==> src/rtl/tef_pkg.sv <==
package tef_pkg;
  // Invalid when zero, above the limit, no serializers, or not a multiple.
  function automatic logic thr_invalid(input logic [7:0] thr, input logic [3:0] nser,
                                       input int unsigned max_thr);
    logic bad;
    bad = (thr == 8'd0) || (32'(thr) > max_thr) || (nser == 4'd0);
    if (!bad && ((thr % {4'd0, nser}) != 8'd0)) bad = 1'b1;
    return bad;
  endfunction
endpackage

==> src/rtl/tef_store.sv <==
module tef_store #(
  parameter int DEPTH = 64,
  parameter int DW    = 32,
  localparam int AW   = $clog2(DEPTH),
  localparam int LW   = $clog2(DEPTH + 1)
) (
  input  logic          clk,
  input  logic          rst_n,
  input  logic          clear,
  input  logic          push,
  input  logic          pop,
  input  logic [DW-1:0] wdata,
  output logic [DW-1:0] rdata,
  output logic          full,
  output logic          empty,
  output logic [LW-1:0] level
);
  logic [DW-1:0] mem [DEPTH];
  logic [AW-1:0] wptr, rptr;
  logic do_push, do_pop;

  assign full    = (level == LW'(DEPTH));
  assign empty   = (level == '0);
  assign do_push = push && !full;
  assign do_pop  = pop && !empty;
  assign rdata   = mem[rptr];

  function automatic logic [AW-1:0] bump(input logic [AW-1:0] p);
    return (p == AW'(DEPTH - 1)) ? '0 : p + 1'b1;
  endfunction

  always_ff @(posedge clk) begin
    if (do_push) mem[wptr] <= wdata;
  end

  always_ff @(posedge clk) begin
    if (!rst_n || clear) begin
      wptr  <= '0;
      rptr  <= '0;
      level <= '0;
    end else begin
      if (do_push) wptr <= bump(wptr);
      if (do_pop)  rptr <= bump(rptr);
      case ({do_push, do_pop})
        2'b10:   level <= level + 1'b1;
        2'b01:   level <= level - 1'b1;
        default: level <= level;
      endcase
    end
  end
endmodule

==> src/rtl/tef_chunk.sv <==
module tef_chunk #(
  parameter int W = 8
) (
  input  logic         clk,
  input  logic         rst_n,
  input  logic         clear,
  input  logic         step,
  input  logic [W-1:0] thr,
  output logic         done
);
  logic [W-1:0] cnt;

  assign done = step && (thr != '0) && (({1'b0, cnt} + 1'b1) == {1'b0, thr});

  always_ff @(posedge clk) begin
    if (!rst_n || clear)  cnt <= '0;
    else if (done)        cnt <= '0;
    else if (step)        cnt <= cnt + 1'b1;
  end
endmodule

==> src/rtl/tef_evtcnt.sv <==
module tef_evtcnt #(
  parameter int CW = 7
) (
  input  logic          clk,
  input  logic          rst_n,
  input  logic          load,
  input  logic [CW-1:0] load_val,
  input  logic          inc,
  input  logic          dec,
  output logic          pending
);
  logic [CW-1:0] cnt;

  assign pending = (cnt != '0);

  always_ff @(posedge clk) begin
    if (!rst_n)     cnt <= '0;
    else if (load)  cnt <= load_val;
    else begin
      case ({inc, dec})
        2'b10:   if (cnt != {CW{1'b1}}) cnt <= cnt + 1'b1;
        2'b01:   if (cnt != '0)         cnt <= cnt - 1'b1;
        default: cnt <= cnt;
      endcase
    end
  end
endmodule

==> src/rtl/thr_evt_fifo.sv <==
module thr_evt_fifo #(
  parameter int DEPTH   = 64,
  parameter int DW      = 32,
  parameter int THR_W   = 8,
  parameter int SER_W   = 4,
  parameter int MAX_THR = 32
) (
  input  logic             clk,
  input  logic             rst_n,
  input  logic             cfg_en,
  input  logic             cfg_tx,
  input  logic [THR_W-1:0] cfg_thresh,
  input  logic [SER_W-1:0] cfg_nser,
  input  logic             pin_rx_valid,
  output logic             pin_rx_ready,
  input  logic [DW-1:0]    pin_rx_data,
  output logic             pin_tx_valid,
  input  logic             pin_tx_ready,
  output logic [DW-1:0]    pin_tx_data,
  output logic             dma_rd_valid,
  input  logic             dma_rd_ready,
  output logic [DW-1:0]    dma_rd_data,
  input  logic             dma_wr_valid,
  output logic             dma_wr_ready,
  input  logic [DW-1:0]    dma_wr_data,
  output logic             dma_req,
  input  logic             sts_clr_ovf,
  input  logic             sts_clr_unf,
  output logic             sts_ovf,
  output logic             sts_unf,
  output logic             sts_cfg_bad
);
  localparam int LW = $clog2(DEPTH + 1);
  localparam logic [31:0] DEPTH_U = 32'(DEPTH);

  logic en_rx, en_tx;
  logic fifo_push, fifo_pop, fifo_full, fifo_empty;
  logic acc_push, acc_pop;
  logic pin_step, dma_step, pin_done, dma_done;
  logic [DW-1:0] fifo_wdata, fifo_rdata;
  logic [LW-1:0] fifo_level, init_cnt;

  assign en_rx = cfg_en && !cfg_tx;
  assign en_tx = cfg_en && cfg_tx;

  // Direction steering of the two stream sides onto the storage.
  assign fifo_push  = en_rx ? pin_rx_valid : (en_tx && dma_wr_valid);
  assign fifo_pop   = en_rx ? dma_rd_ready : (en_tx && pin_tx_ready);
  assign fifo_wdata = cfg_tx ? dma_wr_data : pin_rx_data;
  assign acc_push   = fifo_push && !fifo_full;
  assign acc_pop    = fifo_pop && !fifo_empty;
  assign pin_step   = cfg_tx ? acc_pop : acc_push;
  assign dma_step   = cfg_tx ? acc_push : acc_pop;

  assign pin_rx_ready = en_rx;
  assign dma_wr_ready = en_tx && !fifo_full;
  assign dma_rd_valid = en_rx && !fifo_empty;
  assign pin_tx_valid = en_tx && !fifo_empty;
  assign dma_rd_data  = fifo_rdata;
  assign pin_tx_data  = pin_tx_valid ? fifo_rdata : '0;

  // Transmit starts with every free chunk already requested.
  always_comb begin
    if (cfg_tx && cfg_thresh != '0)
      init_cnt = LW'(DEPTH_U / 32'(cfg_thresh));
    else
      init_cnt = '0;
  end

  tef_store #(.DEPTH(DEPTH), .DW(DW)) u_store (
    .clk(clk), .rst_n(rst_n), .clear(!cfg_en),
    .push(fifo_push), .pop(fifo_pop), .wdata(fifo_wdata), .rdata(fifo_rdata),
    .full(fifo_full), .empty(fifo_empty), .level(fifo_level)
  );

  tef_chunk #(.W(THR_W)) u_pin_chunk (
    .clk(clk), .rst_n(rst_n), .clear(!cfg_en), .step(pin_step),
    .thr(cfg_thresh), .done(pin_done)
  );

  tef_chunk #(.W(THR_W)) u_dma_chunk (
    .clk(clk), .rst_n(rst_n), .clear(!cfg_en), .step(dma_step),
    .thr(cfg_thresh), .done(dma_done)
  );

  tef_evtcnt #(.CW(LW)) u_evt (
    .clk(clk), .rst_n(rst_n), .load(!cfg_en), .load_val(init_cnt),
    .inc(pin_done), .dec(dma_done), .pending(dma_req)
  );

  // Sticky flags: a new event in the clearing cycle wins.
  always_ff @(posedge clk) begin
    if (!rst_n) begin
      sts_ovf <= 1'b0;
      sts_unf <= 1'b0;
    end else begin
      if (en_rx && pin_rx_valid && fifo_full) sts_ovf <= 1'b1;
      else if (sts_clr_ovf)                   sts_ovf <= 1'b0;
      if (en_tx && pin_tx_ready && fifo_empty) sts_unf <= 1'b1;
      else if (sts_clr_unf)                    sts_unf <= 1'b0;
    end
  end

  assign sts_cfg_bad = tef_pkg::thr_invalid(8'(cfg_thresh), 4'(cfg_nser), MAX_THR);
endmodule

==> config.mk <==
export PLATFORM = sky130hd
export DESIGN_NAME = thr_evt_fifo
export DESIGN_NICKNAME = d
export VERILOG_FILES = /design/src/rtl/tef_pkg.sv /design/src/rtl/tef_store.sv /design/src/rtl/tef_chunk.sv /design/src/rtl/tef_evtcnt.sv /design/src/rtl/thr_evt_fifo.sv
export SDC_FILE = /design/constraint.sdc
export NUM_CORES = 2
export LEC_CHECK = 0
export BUFFER_PORTS_ARGS = -buffer_cell sky130_fd_sc_hd__buf_4
export CORE_MARGIN = 10
export CORE_UTILIZATION = 38
export CTS_CLUSTER_DIAMETER = 50
export DETAILED_ROUTE_END_ITERATION = 6
export PLACE_DENSITY = 0.62
export SYNTH_ARGS = -nofsm -noshare
export SYNTH_HDL_FRONTEND = slang
export SYNTH_SLANG_ARGS = --single-unit
==> constraint.sdc <==
create_clock -name clk -period 74 [get_ports clk]
set_input_delay 7.4 -clock clk [delete_from_list [all_inputs] [get_ports clk]]
set_output_delay 7.4 -clock clk [all_outputs]
set_load 0.1 [all_outputs]
==> impl_metrics.csv <==
group,metric,value,unit
drt,ant_nets,0,
sta,slew_headroom,12.8,%
worst_setup_path,reg2regPathDepth,18,
global_routing,grt-ovfl-total,0,
synthesis,synth_flop_cell,"edfxtp_1",
sta,clock_skew,0.0710,ns
synthesis,netlist_instances,6929,
worst_setup_path,critPathLaunchType,"input port",
cts,cts-root-buf,"clkbuf_16",
synthesis,synth_area,105000,um2
finish,stdcell_area,121000,um2
place,numPortBuffers,157,
floorplan,die_h,545,um
global_routing,track_usage,19.4,%
synthesis,syn-num-nets,7256,
worst_setup_path,crit_start,"cfg_thresh[2]",
place,dp_hpwl,184000,um
drt,dr_total_vias,67300,
global_routing,grt_max_degree,101,
drt,drc,1,
finish,layout-drive-gt1-share,26.0,%
cts,clk_latency,0.84,ns
cts,cts_made_buffers,212,
synthesis,ys_async_sr_fraction,0,%
worst_setup_path,worstReg2RegStart,"u_store.level[4]",
job,drv_cap,0,
status,status,"finished, violations left",
sta,finalHoldViolCount,0,
synthesis,avgSynthCellArea,15.1,um2
finish,fin_nets,7740,
drt,wire_per_inst,26.7,um
worst_setup_path,crit_type,"in -> reg",
sta,final_max_slew_viol_count,0,
finish,areaGrowthSynthToFinish,15.5,%
worst_setup_path,worstPathArrival,70.57,ns
hold_path,whs_endpoint,"u_dma_chunk.cnt[1]",
cts,cts.clk_slew.worst_paths,0.06,ns
hold_path,hold_start,"u_dma_chunk.cnt[1]",
hold_path,worstHoldPathCells,2,
floorplan,fp-row-count,192,
cts,ctsHtreeMaxLevel,4,
worst_setup_path,reg2reg_slack,69.30,ns
place,placed_cells,10800,
global_routing,grt_pass1_wl,443000,um
global_routing,grt_pass1_vias,66900,
floorplan,initial_core_util,38.2,%
worst_setup_path,slowest_stage,"a221o_2",
sta,post-route-min-period,69.87,ns
floorplan,io_pins,158,
worst_setup_path,worstPathMaxFanout,17,
synthesis,synth_top_area_share,58.7,%
cts,cts_tree,"yes",
place,place_congestion,0.885,
sta,fin_crit_sh,94.4,%
status,violations,"design-rule violations",
sta,finalHoldWorstSlack,0.486,ns
finish,finish.utilization,44.2,%
synthesis,ys_seq_elements,2098,
worst_setup_path,end_kind,"flop",
worst_setup_path,required,74.70,ns
drt,drtIter0Drc,7175,
cts,clock_path_buffers,3,
global_routing,antenna_found_initial,7,
cts,cts_sinks,2098,
floorplan,core_area,274000,um2
finish,final_common_cell,"edfxtp_1",
drt,drtPass1Iterations,7,
worst_setup_path,cp_common_cell,"a21o_1",
place,placement.cell_area,113000,um2
drt,avgViaCountPerCell,5.96,
sta,finalSetupViolCount,0,
synthesis,synthTopCellsByArea,"edfxtp_1 (59%), mux4_2 (14%), ha_1 (2.8%), nor2_1 (1.7%), xnor2_1 (1.5%)",
finish,final_cells,11300,
synthesis,synth_edf_count,2048,
synthesis,synth.yosys.seq_area_share,59.6,%
synthesis,ys_warn_count,0,
hold_path,hold_class,"reg -> reg",
finish,final_cell_mix,"edfxtp_1 (2048), mux4_2 (667), buf_4 (557)",
worst_setup_path,cp_slowest_stage_delay,0.46,ns
floorplan,fp.dieArea,297000,um2
sta,timing.fmax,14.3,MHz
floorplan,fp.dieW,545,um
worst_setup_path,r2r-end,"u_evt.cnt[0]",
synthesis,synth.distinct_cells,146,
drt,drt-total-wl,302000,um
sta,worst_pin_slew,1.31,ns
synthesis,yosysTopAreaCell,"edfxtp_1",
cts,hold_buffers,0,
[layer usage]
| metal | vias up | track usage, % | wire length [um] | part of all wire [%] |
|---|---|---|---|---|
| met4 | 2 | 5.58 | 9140 | 3.0 |
| li1 | 29200 | - | - | - |
| met3 | 510 | 2.94 | 22400 | 7.4 |
| met1 | 34800 | 26.2 | 122000 | 40 |
| met5 | - | 0 | 10 | 0.0033 |
| met2 | 2856 | 32.6 | 148000 | 49 |
[how the worst max path moves through the flow]
stage,end,depth (start not counted)
3_3_place_gp,u_evt.cnt[0],363
3_5_place_dp,u_evt.cnt[0],364
5_1_grt,u_evt.cnt[0],365
4_1_cts,u_evt.cnt[0],363
2_1_floorplan,u_evt.cnt[0],406
6_report,u_evt.cnt[0],368
[state kept, by name (all words and copies together) (netlist names), named ones only]
name             flops
sts_ovf              1
u_evt.cnt            7
u_dma_chunk.cnt      8
u_store.level        7
u_store.mem       2048
sts_unf              1
u_pin_chunk.cnt      8
u_store.rptr         6
u_store.wptr         6
[cells in the mapped netlist, types with 57 or more instances]
cell type / n
nand4_1: 65
edfxtp_1: 2048
nand2b_1: 87
o21a_1: 76
o21ai_0: 193
nor3_1: 141
nor2_1: 480
xor2_1: 108
a21o_1: 165
mux2_2: 80
ha_1: 238
xnor2_1: 181
nand2_1: 332
inv_1: 97
nand3_1: 139
a21oi_1: 281
o31ai_1: 64
buf_1: 71
mux4_2: 667
clkbuf_1: 177
a31oi_1: 57
nor2b_1: 58
o211ai_1: 60
and2_1: 98
[worst max-delay path: cells and delay by family]
family	cells	cell delay, ns
simple gates	124	17.80
buf+inv	15	1.92
mux	6	1.66
fa+ha+maj	30	8.85
compound gates	193	32.78
[kinds of logic after synthesis]
group,share of synthesized area (%)
AOI/OAI and AO/OA,9.18
xor gates and xnor gates,2.50
adders and majority gates,2.91
buffers and inverters,1.52
DFF,59.6
muxes,15.8
and+or+nand+nor,8.48
[layout make-up]
class	count	area, um2
Antenna cell	3	7.51
Clock buffer	256	5530
Clock inverter	142	1600
Fill cell	23900	153000
Inverter	101	379
Multi-Input combinational cell	4437	42100
Sequential cell	2098	62500
Tap cell	3686	4610
Timing Repair Buffer	563	4270
[repair_timing]
action | in CTS | in global routing
setup buffers | 0 | 94
endpoints found under the setup margin | 1 | 3
pin swaps | 0 | 68
gates resized for setup | 4 | 125
cloned | 0 | 4
[per-stage QoR]
step	setup TNS, ns	worst slack [ns]
6_report	0	4.13
3_3_place_gp	0	0.322
3_5_place_dp	-1.01	-1.01
5_1_grt	-0.367	-0.367
4_1_cts	0	0.0466
2_1_floorplan	0	0.0189
Power is left out: the tool's default activity adds up to more than one toggle a clock period on the data nets, which glitch-free logic cannot reach.
